`config.mk`:
```
export PLATFORM = sky130hd
export DESIGN_NAME = phy_win_engine
export DESIGN_NICKNAME = d
export VERILOG_FILES = /design/src/rtl/phy_win_pkg.sv /design/src/rtl/phy_win_regs.sv /design/src/rtl/phy_win_seq.sv /design/src/rtl/phy_win_mdio.sv /design/src/rtl/phy_win_engine.sv
export SDC_FILE = /design/constraint.sdc
export NUM_CORES = 1
export LEC_CHECK = 0
export BUFFER_PORTS_ARGS = -buffer_cell sky130_fd_sc_hd__buf_4
export CORE_ASPECT_RATIO = 0.8
export CORE_UTILIZATION = 45
export CTS_CLUSTER_DIAMETER = 60
export CTS_CLUSTER_SIZE = 16
export DETAILED_ROUTE_END_ITERATION = 7
export PLACE_DENSITY_LB_ADDON = 0.08
export SLEW_MARGIN = 5
export SYNTH_ARGS = -nofsm -noshare
export SYNTH_HDL_FRONTEND = slang
export SYNTH_HIERARCHICAL = 1
export SYNTH_SLANG_ARGS = --single-unit
export TNS_END_PERCENT = 1
```
`constraint.sdc`:
```
create_clock -name clk -period 2.21 [get_ports clk]
set_clock_uncertainty 0.05 [all_clocks]
set_input_delay 0.442 -clock clk [delete_from_list [all_inputs] [get_ports clk]]
set_output_delay 0.442 -clock clk [all_outputs]
set_load 0.02 [all_outputs]
```
`src/rtl/phy_win_pkg.sv`:
```
package phy_win_pkg;
  localparam int MDIO_ADDR_W = 5;
  localparam int MDIO_DATA_W = 16;

  // command byte bit positions
  localparam int CMD_BUSY = 0;
  localparam int CMD_WR   = 1;
  localparam int CMD_RD   = 2;
  localparam int CMD_SEL  = 3;

  typedef enum logic [1:0] {
    WIN_TGT = 2'd0,
    WIN_DLO = 2'd1,
    WIN_DHI = 2'd2,
    WIN_CMD = 2'd3
  } win_off_e;

  typedef struct packed {
    logic sel;
    logic rd;
    logic wr;
  } cmd_bits_t;

  typedef struct packed {
    logic                   is_read;
    logic [MDIO_ADDR_W-1:0] phy;
    logic [MDIO_ADDR_W-1:0] regno;
    logic [MDIO_DATA_W-1:0] wdata;
  } mgmt_req_t;
endpackage

```
`src/rtl/phy_win_regs.sv`:
```
module phy_win_regs
  import phy_win_pkg::*;
#(
  parameter int BYTE_W    = 8,
  parameter int PHY_FLD_W = 2,
  parameter int REG_FLD_W = 5
) (
  input  logic                  clk,
  input  logic                  rst_n,
  input  logic                  host_we,
  input  logic [1:0]            host_addr,
  input  logic [BYTE_W-1:0]     host_wdata,
  input  logic                  busy,
  input  logic                  rd_load,
  input  logic [2*BYTE_W-1:0]   rd_word,
  output logic [BYTE_W-1:0]     host_rdata,
  output logic [PHY_FLD_W-1:0]  phy_fld,
  output logic [REG_FLD_W-1:0]  reg_fld,
  output logic [2*BYTE_W-1:0]   data_word,
  output logic                  cmd_acc,
  output cmd_bits_t             cmd_bits
);
  localparam int GAP_W = BYTE_W - PHY_FLD_W - REG_FLD_W;

  logic [BYTE_W-1:0] dlo_q, dhi_q;
  cmd_bits_t         cmd_q;
  logic              wr_ok;

  assign wr_ok   = host_we && !busy;
  assign cmd_acc = wr_ok && (host_addr == WIN_CMD);

  always_ff @(posedge clk or negedge rst_n) begin
    if (!rst_n) begin
      phy_fld <= '0;
      reg_fld <= '0;
      dlo_q   <= '0;
      dhi_q   <= '0;
      cmd_q   <= '0;
    end else if (rd_load) begin
      dlo_q <= rd_word[BYTE_W-1:0];
      dhi_q <= rd_word[2*BYTE_W-1:BYTE_W];
    end else if (wr_ok) begin
      case (host_addr)
        WIN_TGT: begin
          phy_fld <= host_wdata[BYTE_W-1 -: PHY_FLD_W];
          reg_fld <= host_wdata[REG_FLD_W-1:0];
        end
        WIN_DLO: dlo_q <= host_wdata;
        WIN_DHI: dhi_q <= host_wdata;
        default: begin
          cmd_q.sel <= host_wdata[CMD_SEL];
          cmd_q.rd  <= host_wdata[CMD_RD];
          cmd_q.wr  <= host_wdata[CMD_WR];
        end
      endcase
    end
  end

  assign cmd_bits  = '{sel: host_wdata[CMD_SEL], rd: host_wdata[CMD_RD], wr: host_wdata[CMD_WR]};
  assign data_word = {dhi_q, dlo_q};

  always_comb begin
    host_rdata = '0;
    case (host_addr)
      WIN_TGT: host_rdata = {phy_fld, {GAP_W{1'b0}}, reg_fld};
      WIN_DLO: host_rdata = dlo_q;
      WIN_DHI: host_rdata = dhi_q;
      default: begin
        host_rdata[CMD_BUSY] = busy;
        host_rdata[CMD_WR]   = cmd_q.wr;
        host_rdata[CMD_RD]   = cmd_q.rd;
        host_rdata[CMD_SEL]  = cmd_q.sel;
      end
    endcase
  end
endmodule

```
`src/rtl/phy_win_seq.sv`:
```
module phy_win_seq
  import phy_win_pkg::*;
#(
  parameter int PHY_FLD_W = 2,
  parameter int REG_FLD_W = 5
) (
  input  logic                   clk,
  input  logic                   rst_n,
  input  logic                   cmd_acc,
  input  cmd_bits_t              cmd_bits,
  input  logic [PHY_FLD_W-1:0]   phy_fld,
  input  logic [REG_FLD_W-1:0]   reg_fld,
  input  logic [MDIO_DATA_W-1:0] data_word,
  input  logic                   frame_done,
  output logic                   busy,
  output logic                   start,
  output mgmt_req_t              req,
  output logic                   rd_load
);
  typedef enum logic {SQ_IDLE, SQ_RUN} sq_state_e;
  sq_state_e state;
  logic      go;

  assign go = cmd_acc && cmd_bits.sel && (cmd_bits.rd ^ cmd_bits.wr);

  always_ff @(posedge clk or negedge rst_n) begin
    if (!rst_n) begin
      state <= SQ_IDLE;
      start <= 1'b0;
      req   <= '0;
    end else begin
      start <= 1'b0;
      case (state)
        SQ_IDLE: if (go) begin
          state       <= SQ_RUN;
          start       <= 1'b1;
          req.is_read <= cmd_bits.rd;
          req.phy     <= MDIO_ADDR_W'(phy_fld);
          req.regno   <= MDIO_ADDR_W'(reg_fld);
          req.wdata   <= data_word;
        end
        default: if (frame_done) state <= SQ_IDLE;
      endcase
    end
  end

  assign busy    = (state == SQ_RUN);
  assign rd_load = busy && frame_done && req.is_read;
endmodule

```
`src/rtl/phy_win_mdio.sv`:
```
module phy_win_mdio
  import phy_win_pkg::*;
#(
  parameter int CLK_DIV = 4,
  parameter int PRE_LEN = 32
) (
  input  logic                   clk,
  input  logic                   rst_n,
  input  logic                   start,
  input  mgmt_req_t              req,
  input  logic                   mdio_in,
  output logic                   mdc,
  output logic                   mdio_out,
  output logic                   mdio_oe,
  output logic                   done,
  output logic [MDIO_DATA_W-1:0] rd_data
);
  localparam int HALF     = CLK_DIV / 2;
  localparam int CNT_W    = (CLK_DIV > 1) ? $clog2(CLK_DIV) : 1;
  localparam int FRAME    = PRE_LEN + 4 + 2*MDIO_ADDR_W + 2 + MDIO_DATA_W;
  localparam int IDX_W    = $clog2(FRAME);
  localparam int TA_IDX   = PRE_LEN + 4 + 2*MDIO_ADDR_W;
  localparam int DATA_IDX = TA_IDX + 2;

  logic             active, rd_q;
  logic [CNT_W-1:0] cnt;
  logic [IDX_W-1:0] idx;
  logic [FRAME-1:0] shreg;

  always_ff @(posedge clk or negedge rst_n) begin
    if (!rst_n) begin
      active  <= 1'b0;
      rd_q    <= 1'b0;
      cnt     <= '0;
      idx     <= '0;
      shreg   <= '0;
      mdc     <= 1'b0;
      done    <= 1'b0;
      rd_data <= '0;
    end else if (!active) begin
      done <= 1'b0;
      if (start) begin
        active <= 1'b1;
        rd_q   <= req.is_read;
        cnt    <= '0;
        idx    <= '0;
        shreg  <= {{PRE_LEN{1'b1}}, 2'b01,
                   req.is_read ? 2'b10 : 2'b01,
                   req.phy, req.regno,
                   req.is_read ? 2'b11 : 2'b10,
                   req.is_read ? {MDIO_DATA_W{1'b1}} : req.wdata};
      end
    end else begin
      if (cnt == CNT_W'(HALF-1)) begin
        mdc <= 1'b1;
        if (rd_q && idx >= IDX_W'(DATA_IDX))
          rd_data <= {rd_data[MDIO_DATA_W-2:0], mdio_in};
      end
      if (cnt == CNT_W'(CLK_DIV-1)) begin
        cnt <= '0;
        mdc <= 1'b0;
        if (idx == IDX_W'(FRAME-1)) begin
          active <= 1'b0;
          done   <= 1'b1;
        end else begin
          idx   <= idx + 1'b1;
          shreg <= {shreg[FRAME-2:0], 1'b1};
        end
      end else begin
        cnt <= cnt + 1'b1;
      end
    end
  end

  assign mdio_out = shreg[FRAME-1];
  assign mdio_oe  = active && !(rd_q && idx >= IDX_W'(TA_IDX));
endmodule

```
`src/rtl/phy_win_engine.sv`:
```
module phy_win_engine
  import phy_win_pkg::*;
#(
  parameter int CLK_DIV   = 4,
  parameter int PRE_LEN   = 32,
  parameter int PHY_FLD_W = 2,
  parameter int REG_FLD_W = 5
) (
  input  logic       clk,
  input  logic       rst_n,
  input  logic       host_we,
  input  logic [1:0] host_addr,
  input  logic [7:0] host_wdata,
  output logic [7:0] host_rdata,
  output logic       mdc,
  output logic       mdio_out,
  output logic       mdio_oe,
  input  logic       mdio_in
);
  localparam int BYTE_W = MDIO_DATA_W / 2;

  logic                   busy_w, start_w, done_w, rd_load_w, cmd_acc_w;
  cmd_bits_t              cmd_bits_w;
  logic [PHY_FLD_W-1:0]   phy_fld_w;
  logic [REG_FLD_W-1:0]   reg_fld_w;
  logic [MDIO_DATA_W-1:0] data_word_w, rd_data_w;
  mgmt_req_t              req_w;

  phy_win_regs #(.BYTE_W(BYTE_W), .PHY_FLD_W(PHY_FLD_W), .REG_FLD_W(REG_FLD_W)) u_regs (
    .clk(clk), .rst_n(rst_n), .host_we(host_we), .host_addr(host_addr),
    .host_wdata(host_wdata), .busy(busy_w), .rd_load(rd_load_w), .rd_word(rd_data_w),
    .host_rdata(host_rdata), .phy_fld(phy_fld_w), .reg_fld(reg_fld_w),
    .data_word(data_word_w), .cmd_acc(cmd_acc_w), .cmd_bits(cmd_bits_w)
  );

  phy_win_seq #(.PHY_FLD_W(PHY_FLD_W), .REG_FLD_W(REG_FLD_W)) u_seq (
    .clk(clk), .rst_n(rst_n), .cmd_acc(cmd_acc_w), .cmd_bits(cmd_bits_w),
    .phy_fld(phy_fld_w), .reg_fld(reg_fld_w), .data_word(data_word_w),
    .frame_done(done_w), .busy(busy_w), .start(start_w), .req(req_w), .rd_load(rd_load_w)
  );

  phy_win_mdio #(.CLK_DIV(CLK_DIV), .PRE_LEN(PRE_LEN)) u_mdio (
    .clk(clk), .rst_n(rst_n), .start(start_w), .req(req_w), .mdio_in(mdio_in),
    .mdc(mdc), .mdio_out(mdio_out), .mdio_oe(mdio_oe), .done(done_w), .rd_data(rd_data_w)
  );
endmodule

```
==> summary.log <==
qor: sta.totalNegativeSetupSlack 0 ns
qor: die.boundaryPins 25
qor: hold_path.hold_path_class primary input to flip-flop
qor: synth.ys_async_sr_fraction 1.00
qor: drt.vias_per_cell 5.24
qor: critical_path.worstPathBufferInverterCount 2
qor: grt.grt_first_pass_wirelength 21.3 mm
qor: drt.route.detailed.wl_per_inst 16.7 um
qor: drt.route.final.wire_length 12.5 mm
qor: critical_path.crit_path_max_fanout 5
qor: sta.finalCriticalPeriod 2.14 ns
qor: critical_path.start_kind flip-flop
qor: critical_path.crit_path_depth 3
qor: cts.numCtsBuffers 17
qor: cts.clkSlewWorstSetupHoldPaths 0.06 ns
qor: synth.synth_enable_flop_cells 0
qor: die.coreArea 14400 sq um
qor: final_layout.final_design_area_no_fill 7720 sq um
qor: final_layout.num_antenna_cells 0
qor: final_layout.layout.cells.non_filler 747
qor: sta.rsz0062_at_grt no
qor: cts.ctsLongestPathBuffers 2
qor: cts.clock_sinks 144
qor: die.fp-row-count 39
qor: power_and_ir_drop.cellLeakagePower 3.53 nW
qor: critical_path.critPathSlowestCell sky130_fd_sc_hd__mux4_1
qor: status.status finished clean
qor: critical_path.crit_path_cell_trace buf_4, mux4_1, buf_4
qor: critical_path.criticalPathCategory flip-flop to output pin
qor: die.die_area 15500 sq um
qor: grt.overflow 0
qor: grt.via_count_of_the_first_global_routing_pass 3974
qor: synth.synth.top_cell.area_share 0.534
qor: final_layout.finalNetCount 567
qor: power_and_ir_drop.power-per-cell-area 822 nW/um^2
qor: place.placement.io_buffers 24
qor: cts.cts.htree.levels 4
qor: place.preCtsSetupSlack 0.167 ns
qor: critical_path.critical_path_required 1.72 ns
qor: place.dp_hpwl 8.39 mm
qor: sta.hold_ws 0.203 ns
qor: sta.worst_slack 0.0659 ns
qor: critical_path.cp_data_arrival_time 1.65 ns
qor: synth.yosys_most_used_dff sky130_fd_sc_hd__dfrtp_1
qor: cts.clkLatencyLatePin 0.42 ns
qor: synth.synth.cells.most_frequent sky130_fd_sc_hd__dfrtp_1 (144), sky130_fd_sc_hd__mux2_2 (84), sky130_fd_sc_hd__nand2_1 (51)
qor: place.placed_cells 714
qor: synth.synth_seq_area_share 0.534
qor: final_layout.syn_to_final_growth 14.3%
qor: cts.post_cts_resize_count 0
qor: synth.synthesis.area 6750 sq um
qor: drt.drt_first_pass_iters 7
qor: place.cell_area_placed 7080 sq um
qor: power_and_ir_drop.peakVddDrop 0.504 mV
qor: critical_path.reg2reg_setup_slack 0.18 ns
qor: synth.synth_largest_area_cell sky130_fd_sc_hd__dfrtp_1
qor: die.die_height 112 um
qor: critical_path.setup.worst_path.end_class output pin
qor: sta.timing.final.max_slew_violations 0
qor: drt.ant_nets 0
qor: synth.synth_top_cells_by_area sky130_fd_sc_hd__dfrtp_1 (53%), sky130_fd_sc_hd__mux2_2 (14%), sky130_fd_sc_hd__mux2_4 (8.0%)
qor: run.max-cap-violations 0
qor: sta.share_of_the_cycle_needed_by_the_critical_path_after_routing 0.970
qor: critical_path.longest_individual_stage_delay_on_the_worst_path 0.49 ns
qor: synth.yosysMostFrequentCell sky130_fd_sc_hd__dfrtp_1
qor: place.weighted_congestion_at_the_end_of_routability_driven_global_placement 0.809
qor: sta.final-hold-violation-count 0
qor: die.effective_utilization_at_floorplan 0.467
qor: cts.cts_root_buf sky130_fd_sc_hd__clkbuf_16
qor: critical_path.crit_path_frequent_cell sky130_fd_sc_hd__buf_4
qor: synth.synth.lib_cells_used.distinct 43
qor: sta.timing.final.setup_violations 0
qor: final_layout.final_core_util 0.534
qor: final_layout.drive_gt1_frac 0.355
qor: drt.drc 0
qor: power_and_ir_drop.finalPower 6.34 mW
qor: synth.synth.ff_latch_count 144
qor: grt.grt_antenna_before_repair 0
qor: cts.tritoncts built
qor: grt.grt_max_degree 65
qor: synth.avgSynthCellArea 12.7 sq um
qor: sta.upper_clock_frequency_limit 466 MHz
qor: synth.synth_cells 530
qor: drt.via_count 3914
qor: die.die-width 139 um
qor: hold_path.min_delay_path_depth 2
qor: drt.detail_route.iter0.violations 219
qor: critical_path.rr_worst_depth 5
qor: synth.yosys_warnings 6
qor: critical_path.crit_family multiplexers
qor: grt.grt.total_usage 0.178
metal layers:
layer,global-route usage,up-vias,routed length (um)
met4,0.0644,0,168
li1,-,1875,-
met2,0.247,55,5330
met3,0.0495,16,454
met1,0.265,1968,6510
met5,0,-,0
kinds of logic (layout without fill, tap and decap cells):
family                     count (synthesis)  in the layout  share of synthesized area
muxes                                    151            151                      0.275
DFF                                      144            144                      0.534
and+or+nand+nor                          127            127                     0.0971
AOI/OAI and AO/OA                         53             53                     0.0434
buffers and inverters                     50             81                     0.0426
adders and majority gates                  3              3                    0.00556
other                                      1              3                   0.000555
xor gates and xnor gates                   1              1                    0.00241
registers in the layout (all words and copies together) (netlist names), 2 cells and up:
name and cells:
u_mdio/idx 6, u_mdio/shreg 64, u_seq/req 24, u_regs/cmd_q 3, u_mdio/rd_data 16, u_regs/phy_fld 2, u_regs/dhi_q 8, u_mdio/cnt 2
u_regs/reg_fld 5, u_regs/dlo_q 8
what timing repair did:
| action | 4_1_cts | 5_1_grt |
|---|---|---|
| endpoints found under the hold margin | 22 | 0 |
| hold buffers | 1 | 0 |
| buffers inserted | 0 | 0 |
final cells by class:
cell class,instances,area [sq um]
fill,1235,6730
inverter,12,45.0
multi-input combinational,338,2880
clock buffer,18,439
tap,184,230
sequential,144,3600
clock inverter,14,188
timing repair buffer,37,334
power by group:
group          switching [mW]  internal, mW  total [mW]
clock                    1.10          1.92        3.02
combinational           0.209         0.240       0.448
sequential             0.0796          2.80        2.88
path summary, 6_finish.rpt:
kind | startpoint | end
max | u_seq/busy | host_rdata[0]
min | mdio_in | u_mdio/rd_data[0]
max reg2reg | u_mdio/idx[1] | u_mdio/shreg[14]
min reg2reg | u_mdio/mdc | u_mdio/mdc
max in group asynchronous | rst_n | u_mdio/shreg[26]
min in group asynchronous | rst_n | u_regs/cmd_q[1]
cells in the final DEF (no fill, tap or decap), types with 12 or more instances in the layout:
cell / synthesis / layout
sky130_fd_sc_hd__buf_4: 6 / 31
sky130_fd_sc_hd__clkbuf_16: 0 / 17
sky130_fd_sc_hd__dfrtp_1: 144 / 143
sky130_fd_sc_hd__inv_1: 12 / 12
sky130_fd_sc_hd__mux2_2: 84 / 84
sky130_fd_sc_hd__mux2_4: 36 / 36
sky130_fd_sc_hd__mux2i_1: 24 / 24
sky130_fd_sc_hd__nand2_1: 51 / 51
sky130_fd_sc_hd__nand2b_1: 32 / 32
sky130_fd_sc_hd__nor2_1: 20 / 20
sky130_fd_sc_hd__o21ai_0: 40 / 40
No activity file was read; power rests on OpenSTA's default activity.
